$ cat config.mk
export PLATFORM = sky130hd
export DESIGN_NAME = cbr_regressor
export DESIGN_NICKNAME = d
export VERILOG_FILES = /design/src/rtl/cbr_pkg.sv /design/src/rtl/cbr_param_mem.sv /design/src/rtl/cbr_match.sv /design/src/rtl/cbr_divider.sv /design/src/rtl/cbr_regressor.sv
export SDC_FILE = /design/constraint.sdc
export NUM_CORES = 1
export LEC_CHECK = 0
export BUFFER_PORTS_ARGS = -buffer_cell sky130_fd_sc_hd__buf_2
export CORE_UTILIZATION = 68
export CTS_CLUSTER_SIZE = 8
export DETAILED_ROUTE_END_ITERATION = 12
export PLACE_DENSITY = 0.83
export SETUP_SLACK_MARGIN = 0.2
export SYNTH_ARGS = -nofsm -noshare
export SYNTH_HDL_FRONTEND = slang
export SYNTH_SLANG_ARGS = --single-unit
export TNS_END_PERCENT = 50
$ cat constraint.sdc
create_clock -name clk -period 39.5 [get_ports clk]
set_input_delay 5.925 -clock clk [delete_from_list [all_inputs] [get_ports clk]]
set_output_delay 5.925 -clock clk [all_outputs]
set_load 0.01 [all_outputs]
$ cat src/rtl/cbr_pkg.sv
package cbr_pkg;
  typedef enum logic [1:0] {
    ST_IDLE  = 2'd0,
    ST_SWEEP = 2'd1,
    ST_DIVS  = 2'd2,
    ST_DIVR  = 2'd3
  } cbr_state_e;
endpackage

$ cat src/rtl/cbr_param_mem.sv
module cbr_param_mem #(
  parameter int BITS   = 8,
  parameter int DIM    = 4,
  parameter int DEPTH  = 8,
  parameter int CNT_W  = 6,
  parameter int PROD_W = 14,
  parameter int AW     = 3
) (
  input  logic                     clk,
  input  logic                     rst_n,
  input  logic                     wr_en,
  input  logic [AW-1:0]            wr_addr,
  input  logic [DIM*BITS-1:0]      wr_centre,
  input  logic [CNT_W-1:0]         wr_count,
  input  logic [PROD_W-1:0]        wr_prod,
  input  logic [AW-1:0]            rd_addr,
  output logic [DIM*BITS-1:0]      rd_centre,
  output logic [CNT_W-1:0]         rd_count,
  output logic [PROD_W-1:0]        rd_prod
);
  logic [DIM*BITS-1:0] cen_q  [DEPTH];
  logic [CNT_W-1:0]    cnt_q  [DEPTH];
  logic [PROD_W-1:0]   prod_q [DEPTH];

  for (genvar g = 0; g < DEPTH; g++) begin : g_entry
    logic ent_en;
    assign ent_en = wr_en && (wr_addr == AW'(g));
    always_ff @(posedge clk or negedge rst_n) begin
      if (!rst_n) begin
        cen_q[g]  <= '0;
        cnt_q[g]  <= '0;
        prod_q[g] <= '0;
      end else if (ent_en) begin
        cen_q[g]  <= wr_centre;
        cnt_q[g]  <= wr_count;
        prod_q[g] <= wr_prod;
      end
    end
  end

  always_comb begin
    rd_centre = '0;
    rd_count  = '0;
    rd_prod   = '0;
    for (int i = 0; i < DEPTH; i++) begin
      if (rd_addr == AW'(i)) begin
        rd_centre = cen_q[i];
        rd_count  = cnt_q[i];
        rd_prod   = prod_q[i];
      end
    end
  end
endmodule

$ cat src/rtl/cbr_match.sv
module cbr_match #(
  parameter int BITS = 8,
  parameter int DIM  = 4,
  parameter int LW   = 4
) (
  input  logic [DIM*BITS-1:0] x_vec,
  input  logic [DIM*BITS-1:0] c_vec,
  input  logic [LW-1:0]       lowbits,
  input  logic                widen_en,
  output logic                hit
);
  logic [DIM-1:0] elem_hit;

  for (genvar k = 0; k < DIM; k++) begin : g_elem
    logic [BITS-1:0] xk, ck, mask;
    logic            wide;
    logic [LW:0]     eff;
    assign xk = x_vec[k*BITS +: BITS];
    assign ck = c_vec[k*BITS +: BITS];
    always_comb begin
      wide = widen_en && (lowbits != '0) &&
             (|(xk & (BITS'(1) << (lowbits - LW'(1)))));
      eff  = {1'b0, lowbits} + (LW+1)'(wide);
      mask = {BITS{1'b1}} << eff;
      elem_hit[k] = ((xk ^ ck) & mask) == '0;
    end
  end

  assign hit = &elem_hit;
endmodule

$ cat src/rtl/cbr_divider.sv
module cbr_divider #(
  parameter int NUM_W = 18,
  parameter int DEN_W = 10
) (
  input  logic             clk,
  input  logic             rst_n,
  input  logic             start,
  input  logic [NUM_W-1:0] numer,
  input  logic [DEN_W-1:0] denom,
  output logic [NUM_W-1:0] quot,
  output logic             ready
);
  localparam int CW = $clog2(NUM_W + 1);

  logic [DEN_W-1:0] rem_q, rem_d, den_q, den_d;
  logic [NUM_W-1:0] q_q, q_d;
  logic [CW-1:0]    cnt_q, cnt_d;
  logic [DEN_W:0]   trial;

  always_comb begin
    rem_d = rem_q;
    q_d   = q_q;
    den_d = den_q;
    cnt_d = cnt_q;
    trial = {rem_q, q_q[NUM_W-1]};
    if (start) begin
      rem_d = '0;
      q_d   = numer;
      den_d = denom;
      cnt_d = CW'(NUM_W);
    end else if (cnt_q != '0) begin
      if (trial >= {1'b0, den_q}) begin
        rem_d = DEN_W'(trial - {1'b0, den_q});
        q_d   = {q_q[NUM_W-2:0], 1'b1};
      end else begin
        rem_d = trial[DEN_W-1:0];
        q_d   = {q_q[NUM_W-2:0], 1'b0};
      end
      cnt_d = cnt_q - CW'(1);
    end
  end

  always_ff @(posedge clk or negedge rst_n) begin
    if (!rst_n) begin
      rem_q <= '0;
      q_q   <= '0;
      den_q <= '0;
      cnt_q <= '0;
    end else begin
      rem_q <= rem_d;
      q_q   <= q_d;
      den_q <= den_d;
      cnt_q <= cnt_d;
    end
  end

  assign quot  = q_q;
  assign ready = (cnt_q == '0);
endmodule

$ cat src/rtl/cbr_regressor.sv
module cbr_regressor #(
  parameter int BITS  = 8,
  parameter int DIM   = 4,
  parameter int EXT   = 1,
  parameter int DEPTH = 8,
  parameter int CNT_W = 6,
  localparam int AW     = (DEPTH > 1) ? $clog2(DEPTH) : 1,
  localparam int LW     = $clog2(BITS + 1),
  localparam int PROD_W = CNT_W + BITS
) (
  input  logic                clk,
  input  logic                rst_n,
  input  logic                cfg_we,
  input  logic [AW-1:0]       cfg_addr,
  input  logic [DIM*BITS-1:0] cfg_centre,
  input  logic [CNT_W-1:0]    cfg_count,
  input  logic [PROD_W-1:0]   cfg_prod,
  input  logic [LW-1:0]       lowbits,
  input  logic                widen_en,
  input  logic                in_valid,
  input  logic [BITS-1:0]     in_sample,
  output logic                busy,
  output logic                done,
  output logic [BITS-1:0]     y_out,
  output logic                no_match
);
  import cbr_pkg::*;

  localparam int NIN     = DIM - EXT;
  localparam int SUMW    = $clog2(DEPTH + 1);
  localparam int ACC_C_W = CNT_W + SUMW;
  localparam int ACC_P_W = PROD_W + SUMW;
  localparam logic [BITS-1:0] ZERO_CODE = BITS'(1) << (BITS - 1);
  localparam logic signed [ACC_P_W-1:0] Y_MAX = ACC_P_W'((1 << (BITS - 1)) - 1);
  localparam logic signed [ACC_P_W-1:0] Y_MIN = -ACC_P_W'(1 << (BITS - 1));

  // reset: asserted asynchronously, released after two clock edges
  logic rst_meta, rst_sync;
  always_ff @(posedge clk or negedge rst_n) begin
    if (!rst_n) begin
      rst_meta <= 1'b0;
      rst_sync <= 1'b0;
    end else begin
      rst_meta <= 1'b1;
      rst_sync <= rst_meta;
    end
  end

  cbr_state_e state_q, state_d;
  logic [AW-1:0]             idx_q, idx_d;
  logic [ACC_C_W-1:0]        acc_c_q, acc_c_d;
  logic signed [ACC_P_W-1:0] acc_p_q, acc_p_d;
  logic [BITS-1:0]           in_q  [NIN];
  logic [BITS-1:0]           in_d  [NIN];
  logic [BITS-1:0]           out_q [EXT];
  logic [BITS-1:0]           out_d [EXT];
  logic [BITS-1:0]           y_q, y_d;
  logic                      nm_q, nm_d, done_q, done_d;

  logic [DIM*BITS-1:0] x_vec, rd_centre;
  logic [CNT_W-1:0]    rd_count;
  logic [PROD_W-1:0]   rd_prod;
  logic                hit;

  // query vector: input taps first, output taps after
  for (genvar k = 0; k < DIM; k++) begin : g_vec
    if (k < NIN) begin : g_in
      assign x_vec[k*BITS +: BITS] = in_q[k];
    end else begin : g_out
      assign x_vec[k*BITS +: BITS] = out_q[k - NIN];
    end
  end

  cbr_param_mem #(
    .BITS(BITS), .DIM(DIM), .DEPTH(DEPTH), .CNT_W(CNT_W), .PROD_W(PROD_W), .AW(AW)
  ) u_mem (
    .clk(clk), .rst_n(rst_sync),
    .wr_en(cfg_we), .wr_addr(cfg_addr), .wr_centre(cfg_centre),
    .wr_count(cfg_count), .wr_prod(cfg_prod),
    .rd_addr(idx_q), .rd_centre(rd_centre), .rd_count(rd_count), .rd_prod(rd_prod)
  );

  cbr_match #(.BITS(BITS), .DIM(DIM), .LW(LW)) u_match (
    .x_vec(x_vec), .c_vec(rd_centre), .lowbits(lowbits),
    .widen_en(widen_en), .hit(hit)
  );

  // sign-magnitude split around the divider
  logic                      acc_neg, div_start, div_ready;
  logic [ACC_P_W-1:0]        mag, quot;
  logic signed [ACC_P_W-1:0] q_s, q_sat;

  assign acc_neg = acc_p_q[ACC_P_W-1];
  assign mag     = acc_neg ? ACC_P_W'(-acc_p_q) : ACC_P_W'(acc_p_q);

  cbr_divider #(.NUM_W(ACC_P_W), .DEN_W(ACC_C_W)) u_div (
    .clk(clk), .rst_n(rst_sync), .start(div_start),
    .numer(mag), .denom(acc_c_q), .quot(quot), .ready(div_ready)
  );

  always_comb begin
    q_s = acc_neg ? -$signed(quot) : $signed(quot);
    if (q_s > Y_MAX)      q_sat = Y_MAX;
    else if (q_s < Y_MIN) q_sat = Y_MIN;
    else                  q_sat = q_s;
  end

  always_comb begin
    state_d   = state_q;
    idx_d     = idx_q;
    acc_c_d   = acc_c_q;
    acc_p_d   = acc_p_q;
    in_d      = in_q;
    out_d     = out_q;
    y_d       = y_q;
    nm_d      = nm_q;
    done_d    = 1'b0;
    div_start = 1'b0;
    unique case (state_q)
      ST_IDLE: begin
        if (in_valid) begin
          in_d[0] = in_sample;
          for (int k = 1; k < NIN; k++) in_d[k] = in_q[k-1];
          acc_c_d = '0;
          acc_p_d = '0;
          idx_d   = '0;
          state_d = ST_SWEEP;
        end
      end
      ST_SWEEP: begin
        if (hit) begin
          acc_c_d = acc_c_q + ACC_C_W'(rd_count);
          acc_p_d = acc_p_q + $signed({{SUMW{rd_prod[PROD_W-1]}}, rd_prod});
        end
        if (idx_q == AW'(DEPTH - 1)) state_d = ST_DIVS;
        else                         idx_d   = idx_q + AW'(1);
      end
      ST_DIVS: begin
        div_start = 1'b1;
        state_d   = ST_DIVR;
      end
      ST_DIVR: begin
        if (div_ready) begin
          if (acc_c_q == '0) begin
            y_d  = ZERO_CODE;
            nm_d = 1'b1;
          end else begin
            y_d  = q_sat[BITS-1:0] ^ ZERO_CODE;
            nm_d = 1'b0;
          end
          out_d[0] = y_d;
          for (int e = 1; e < EXT; e++) out_d[e] = out_q[e-1];
          done_d  = 1'b1;
          state_d = ST_IDLE;
        end
      end
      default: state_d = ST_IDLE;
    endcase
  end

  always_ff @(posedge clk or negedge rst_sync) begin
    if (!rst_sync) begin
      state_q <= ST_IDLE;
      idx_q   <= '0;
      acc_c_q <= '0;
      acc_p_q <= '0;
      for (int k = 0; k < NIN; k++) in_q[k]  <= ZERO_CODE;
      for (int e = 0; e < EXT; e++) out_q[e] <= ZERO_CODE;
      y_q     <= ZERO_CODE;
      nm_q    <= 1'b0;
      done_q  <= 1'b0;
    end else begin
      state_q <= state_d;
      idx_q   <= idx_d;
      acc_c_q <= acc_c_d;
      acc_p_q <= acc_p_d;
      in_q    <= in_d;
      out_q   <= out_d;
      y_q     <= y_d;
      nm_q    <= nm_d;
      done_q  <= done_d;
    end
  end

  assign busy     = (state_q != ST_IDLE);
  assign done     = done_q;
  assign y_out    = y_q;
  assign no_match = nm_q;
endmodule

==> impl_metrics.json, run 1 <==
{
  "outcome": "complete, no violations",
  "seq_area_um2": 13220,
  "fin_skew_ps": 17.50,
  "worst_setup_path_end_kind": "register",
  "slew_viol_final": 0,
  "clk_latency_ps": 610,
  "ys_types": 98,
  "period_needed_ps": 9868,
  "crit_type": "primary input to register",
  "yosys_warnings": 0,
  "start_kind": "primary input",
  "syn_inst": 2544,
  "powerDensity_nw_per_um2": 73.42,
  "place_area_um2": 28680,
  "grt_max_degree": 88,
  "fp.dieArea_um2": 42050,
  "multiInputGateArea_um2": 13860,
  "hpwl_um": 47150,
  "synth-async-reset-ratio": 1.000,
  "gp_congestion": 0.8651,
  "root_buffer": "clkbuf_16",
  "coreArea_um2": 40740,
  "io_buffers": 82,
  "leakagePower_nw": 13.21,
  "hp-class": "register to register",
  "synth_top_flop_cell": "dfrtp_1",
  "initial_core_util": 0.6882,
  "grt_pass1_vias": 22070,
  "tightest_slew_ps": 1363,
  "postCtsSetupBuffers": 0,
  "synthTopCellsByArea": "dfrtp_1, mux2_2, nand2_1",
  "antenna_found_initial": 6,
  "setup_viol": 0,
  "finalSetupTns_ps": 0,
  "final_cell_area_um2": 30780,
  "fin_nets": 2695,
  "finalWirelength_um": 78210,
  "syn_area_per_cell_um2": 11.02,
  "area_delta_synth_final_pct": 9.800,
  "chipHeight_um": 205.1,
  "crit_slowest_cell": "o41ai_1",
  "synth_seq_cells": 528,
  "hold_viol": 0,
  "final_common_cell": "dfrtp_1",
  "synthDominantCellAreaShare": 0.4677,
  "netlist_area_um2": 28040,
  "nFillCells": 2580,
  "grt-ovfl-total": 0,
  "power_mw": 2.260,
  "critPathTopFamily": "compound AO/OA/AOI/OAI gates",
  "path_max_fanout": 34,
  "first_iter_violations": 2275,
  "synth_area_leader_cell": "dfrtp_1",
  "routed-via-count": 21810,
  "clock_sinks": 528,
  "maxCapViolations": 0,
  "synth_fp_nets": 2675,
  "row_count": 74,
  "io-pin-count": 83,
  "via_per_inst": 6.995,
  "drive_gt1_frac": 0.2704,
  "timing.critical_path.slowest_cell_delay_ps": 770,
  "pre_cts_ws_ps": 29080,
  "maxSlewHeadroom": 0.08883,
  "postCtsResizedCells": 0,
  "max_freq_mhz": 101.3,
  "worstPathCellList": "buf_2 > o41ai_1 > a21oi_1 > ha_1 > ha_1 > and2_1 > a21oi_1 > nor3_1 > mux2_2 > a211o_1 > a2111oi_4 > o2111a_1 > and3_1 > nand2b_4 > a32o_1",
  "max-vdd-ir-drop_uv": 50.53,
  "holdBufCountCts": 0,
  "cts_made_buffers": 76,
  "dr.pass1.iters": 7,
  "arrival_ps": 10350,
  "ant_nets": 0,
  "grt_pass1_wl_um": 123100,
  "drc": 0,
  "clk_pin_slew_worst_paths_ps": 50,
  "rsz0062_at_grt": "no",
  "avgRoutedWirePerCell_um": 25.08,
  "crit_buf_inv": 1,
  "whs_ps": 359.1,
  "ys_seq_area_frac": 0.4714,
  "htree_levels": 3,
  "cp.required_ps": 39980,
  "final_cell_mix": "dfrtp_1, mux2_2, nand2_1",
  "cts_tree": "done",
  "grt_usage": 0.3803,
  "timing.final.ws_setup_ps": 29630,
  "synth_edf_count": 0,
  "fp.dieW_um": 205.1,
  "period_share": 0.2498,
  "clock_path_buffers": 3
}
[synth_stat cells, types with 35 or more instances]
| library cell | count |
|---|---|
| a21oi_1 | 94 |
| a221oi_1 | 50 |
| buf_2 | 35 |
| clkbuf_1 | 121 |
| dfrtp_1 | 524 |
| ha_1 | 56 |
| inv_1 | 54 |
| mux2_2 | 445 |
| mux2i_1 | 40 |
| nand2_1 | 210 |
| nand3_1 | 35 |
| nor2_1 | 116 |
| o21ai_0 | 149 |
| xnor2_1 | 47 |
[final timing paths]
| check | startpoint | end | slack (ps) | depth (start not counted) |
|---|---|---|---|---|
| hold reg to reg | rst_meta | rst_sync | 360 | 0 |
| min in group asynchronous | rst_sync | u_mem.prod_q[74] | 400 | 0 |
| setup / recovery | lowbits[2] | acc_p_q[7] | 29630 | 15 |
| max in group asynchronous | rst_n | rst_sync | 34300 | 1 |
| setup reg to reg | idx_q[0] | acc_p_q[17] | 32930 | 22 |
| hold / removal | rst_meta | rst_sync | 360 | 0 |
[routing by layer]
| layer | track usage | vias up | routed length [µm] |
|---|---|---|---|
| met5 | 0 | - | 48 |
| met4 | 0.1553 | 6 | 2907 |
| met3 | 0.08416 | 236 | 7230 |
| met2 | 0.5972 | 1162 | 36410 |
| met1 | 0.5130 | 11010 | 31610 |
| li1 | - | 9394 | - |
[logic make-up after synthesis]
group / synth area share
other: 0.0001338
flip-flops: 0.4714
buffers and inverters: 0.03610
multiplexers: 0.1952
AND/OR/NAND/NOR: 0.09698
XOR/XNOR: 0.02312
AO/OA/AOI/OAI: 0.1499
adder cells (fa/ha/maj): 0.02713
[report_power, final]
group	leakage (nW)	internal (mW)	total (mW)	switching [mW]
sequential	6.45	0.675	0.793	0.118
combinational	5.74	0.370	0.881	0.511
clock	1.01	0.350	0.586	0.236
[worst reg2reg max path, cell delays in order (launching register included)]
cell	delay, ps
dfrtp_1	420
inv_1	140
ha_1	160
buf_4	450
nor3b_4	680
buf_4	400
a221oi_1	150
o311ai_0	320
o21ai_0	140
o211ai_1	170
o21ai_0	110
o21ai_0	760
ha_1	390
a21oi_1	190
o211ai_1	190
o211a_1	270
o2111ai_1	260
nand3_1	160
a31o_2	260
a21oi_1	230
xor2_1	140
or4_1	430
nand3_1	80
[final cells by class]
class | instances | share of cell area
multi-input cells | 1778 | 0.4503
flip-flops and latches | 528 | 0.4295
clock buffers | 89 | 0.06405
repair buffers | 122 | 0.02309
well taps | 532 | 0.02162
inverters | 58 | 0.007072
clock inverters | 6 | 0.003942
diodes | 5 | 0.0004064
[sequential cells by signal (all words and copies together) (netlist names), 10 cells and up]
| name | flops |
|---|---|
| u_mem.cnt_q | 48 |
| acc_c_q | 10 |
| u_div.rem_q | 10 |
| acc_p_q | 18 |
| u_mem.prod_q | 112 |
| u_mem.cen_q | 256 |
| u_div.den_q | 10 |
| in_q | 24 |
| u_div.quot | 18 |
[stage by stage]
stage,util,cells
2_1_floorplan,-,2544
3_3_place_gp,0.7040,3018
3_5_place_dp,0.7040,3018
4_1_cts,0.7553,3113
5_1_grt,0.7555,3116
6_report,0.7557,3118
(Power assumes the default switching activity.)
==> run 2: changes to the inputs <==
--- a/config.mk
+++ b/config.mk
@@ -6,10 +6,10 @@
 export NUM_CORES = 1
 export LEC_CHECK = 0
 export BUFFER_PORTS_ARGS = -buffer_cell sky130_fd_sc_hd__buf_2
-export CORE_UTILIZATION = 68
+export CORE_UTILIZATION = 63
 export CTS_CLUSTER_SIZE = 8
 export DETAILED_ROUTE_END_ITERATION = 12
-export PLACE_DENSITY = 0.83
+export PLACE_DENSITY = 0.78
 export SETUP_SLACK_MARGIN = 0.2
 export SYNTH_ARGS = -nofsm -noshare
 export SYNTH_HDL_FRONTEND = slang
==> constraint.sdc (replaced) <==
create_clock -name clk -period 9.6 [get_ports clk]
set_input_delay 1.44 -clock clk [delete_from_list [all_inputs] [get_ports clk]]
set_output_delay 1.44 -clock clk [all_outputs]
set_load 0.01 [all_outputs]
==> impl_metrics.json, run 2 (synthesized netlist as in run 1, its figures left out) <==
{
  "powerDensity_nw_per_um2": 300.3,
  "setup_viol": 0,
  "leakagePower_nw": 13.19,
  "grt-ovfl-total": 0,
  "root_buffer": "clkbuf_16",
  "drc": 0,
  "period_share": 0.6511,
  "place_area_um2": 28740,
  "via_per_inst": 6.795,
  "fin_nets": 2693,
  "timing.critical_path.slowest_cell_delay_ps": 630,
  "area_delta_synth_final_pct": 9.880,
  "antenna_found_initial": 5,
  "cts_tree": "done",
  "max-vdd-ir-drop_uv": 171.1,
  "routed-via-count": 21520,
  "grt_usage": 0.3485,
  "largest-register": "u_mem.cen_q",
  "drive_gt1_frac": 0.2699,
  "grt_pass1_vias": 21530,
  "worstPathCellList": "inv_1 > ha_1 > buf_4 > nor3b_4 > buf_4 > a221oi_1 > o311ai_0 > o21ai_0 > o211ai_1 > o21ai_0 > o21ai_0 > ha_1 > a211oi_1 > o21bai_1 > a31oi_1 > nor2b_1 > o21a_1 > o41a_1 > a211o_1 > a21oi_1 > xnor2_1 > a32o_1",
  "largest_register_ffs": 256,
  "arrival_ps": 6730,
  "gp_congestion": 0.9176,
  "nFillCells": 3080,
  "stdcell_count": 3167,
  "chipHeight_um": 213.0,
  "avgRoutedWirePerCell_um": 24.44,
  "postCtsResizedCells": 0,
  "max_freq_mhz": 160.0,
  "period_needed_ps": 6251,
  "final_common_cell": "dfrtp_1",
  "dr.pass1.iters": 8,
  "slew_viol_final": 0,
  "finalSetupTns_ps": 0,
  "grt_pass1_wl_um": 121100,
  "outcome": "complete, no violations",
  "final_cell_mix": "dfrtp_1, mux2_2, nand2_1",
  "ant_nets": 0,
  "clock_path_buffers": 3,
  "crit_slowest_cell": "nor3b_4",
  "path_max_fanout": 38,
  "holdBufCountCts": 0,
  "clk_pin_slew_worst_paths_ps": 50,
  "crit_type": "register to register",
  "io-pin-count": 83,
  "final_cell_area_um2": 30810,
  "hpwl_um": 47580,
  "tightest_slew_ps": 1179,
  "first_iter_violations": 2212,
  "placed_cells": 3070,
  "fp.dieW_um": 213.0,
  "rsz0062_at_grt": "no",
  "maxCapViolations": 0,
  "finalWirelength_um": 77390,
  "path_common_cell": "o21ai_0",
  "hp-class": "register to register",
  "coreArea_um2": 43460,
  "fin_skew_ps": 18.97,
  "cts_made_buffers": 75,
  "cp.required_ps": 10080,
  "worst_setup_path_end_kind": "register",
  "postCtsSetupBuffers": 0,
  "grt_max_degree": 81,
  "maxSlewHeadroom": 0.2093,
  "clock_sinks": 528,
  "reg.largest.list": "u_mem.cen_q x256, u_mem.prod_q x112, u_mem.cnt_q x48",
  "fp.dieArea_um2": 45350,
  "io_buffers": 82,
  "htree_levels": 3,
  "hold_viol": 0,
  "start_kind": "register",
  "initial_core_util": 0.6452,
  "clk_latency_ps": 610,
  "row_count": 76
}
==> run 2: cell count changes in the layout (fill, tap and decap cells not counted), sizes merged <==
cell,before,now
diode,5,3
buf,122,121
inv,57,59
clkinv,7,5
clkbuf,89,88
==> run 2: cell type report <==
cell class | instances | area, µm² | share of cell area
inverter | 58 | 217.7 | 0.007067
antenna | 3 | 7.507 | 0.0002437
sequential | 528 | 13220 | 0.4292
clock buffer | 88 | 1947 | 0.06320
timing repair buffer | 121 | 703.2 | 0.02283
clock inverter | 6 | 116.4 | 0.003777
multi-input combinational | 1778 | 13860 | 0.4499
tap | 585 | 732.0 | 0.02376
==> run 2: path summary, 6_finish.rpt <==
| kind | from | to | slack, ps | cells after the start |
|---|---|---|---|---|
| worst min-delay path | rst_meta | rst_sync | 350 | 0 |
| min in group asynchronous | rst_sync | u_mem.prod_q[96] | 420 | 0 |
| worst max-delay path | idx_q[0] | acc_p_q[16] | 3350 | 22 |
| worst min register to register | rst_meta | rst_sync | 350 | 0 |
| max in group asynchronous | rst_sync | in_q[20] | 6830 | 2 |
| worst max register to register | idx_q[0] | acc_p_q[16] | 3350 | 22 |
==> run 2: stage by stage <==
stage | power [mW] | hold WS [ps] | setup slack (ps) | util
final | 9.253 | 349.0 | 3349 | 0.7089
after global routing | 9.700 | 358.4 | 3031 | 0.7089
after CTS | 9.186 | 352.6 | 3432 | 0.7087
after detailed placement | 6.771 | 345.0 | 3603 | 0.6613
after global placement | 6.611 | 340.2 | 3771 | 0.6613
after floorplan | 5.706 | 331.1 | 1009 | -
==> run 2: power breakdown <==
part / switching [mW] / internal, mW / leakage, nW
Sequential: 0.470 / 2.78 / 6.45
Combinational: 2.10 / 1.52 / 5.74
Clock: 0.963 / 1.42 / 0.999
==> run 2: critical path: cells and delay by family (launching register included) <==
family,cells,cell delay (ps)
and+or+nand+nor,2,730
DFF,1,410
adders and majority gates,2,530
buffers and inverters,3,1030
AOI/OAI and AO/OA,14,3310
xor gates and xnor gates,1,90
==> run 2: routing by layer <==
layer | wire length, µm | part of all wire | global-route usage
met5 | 26 | 0.00034 | 0
met4 | 1984 | 0.026 | 0.1173
met3 | 6686 | 0.086 | 0.07648
met2 | 35930 | 0.46 | 0.5451
met1 | 32760 | 0.42 | 0.4821
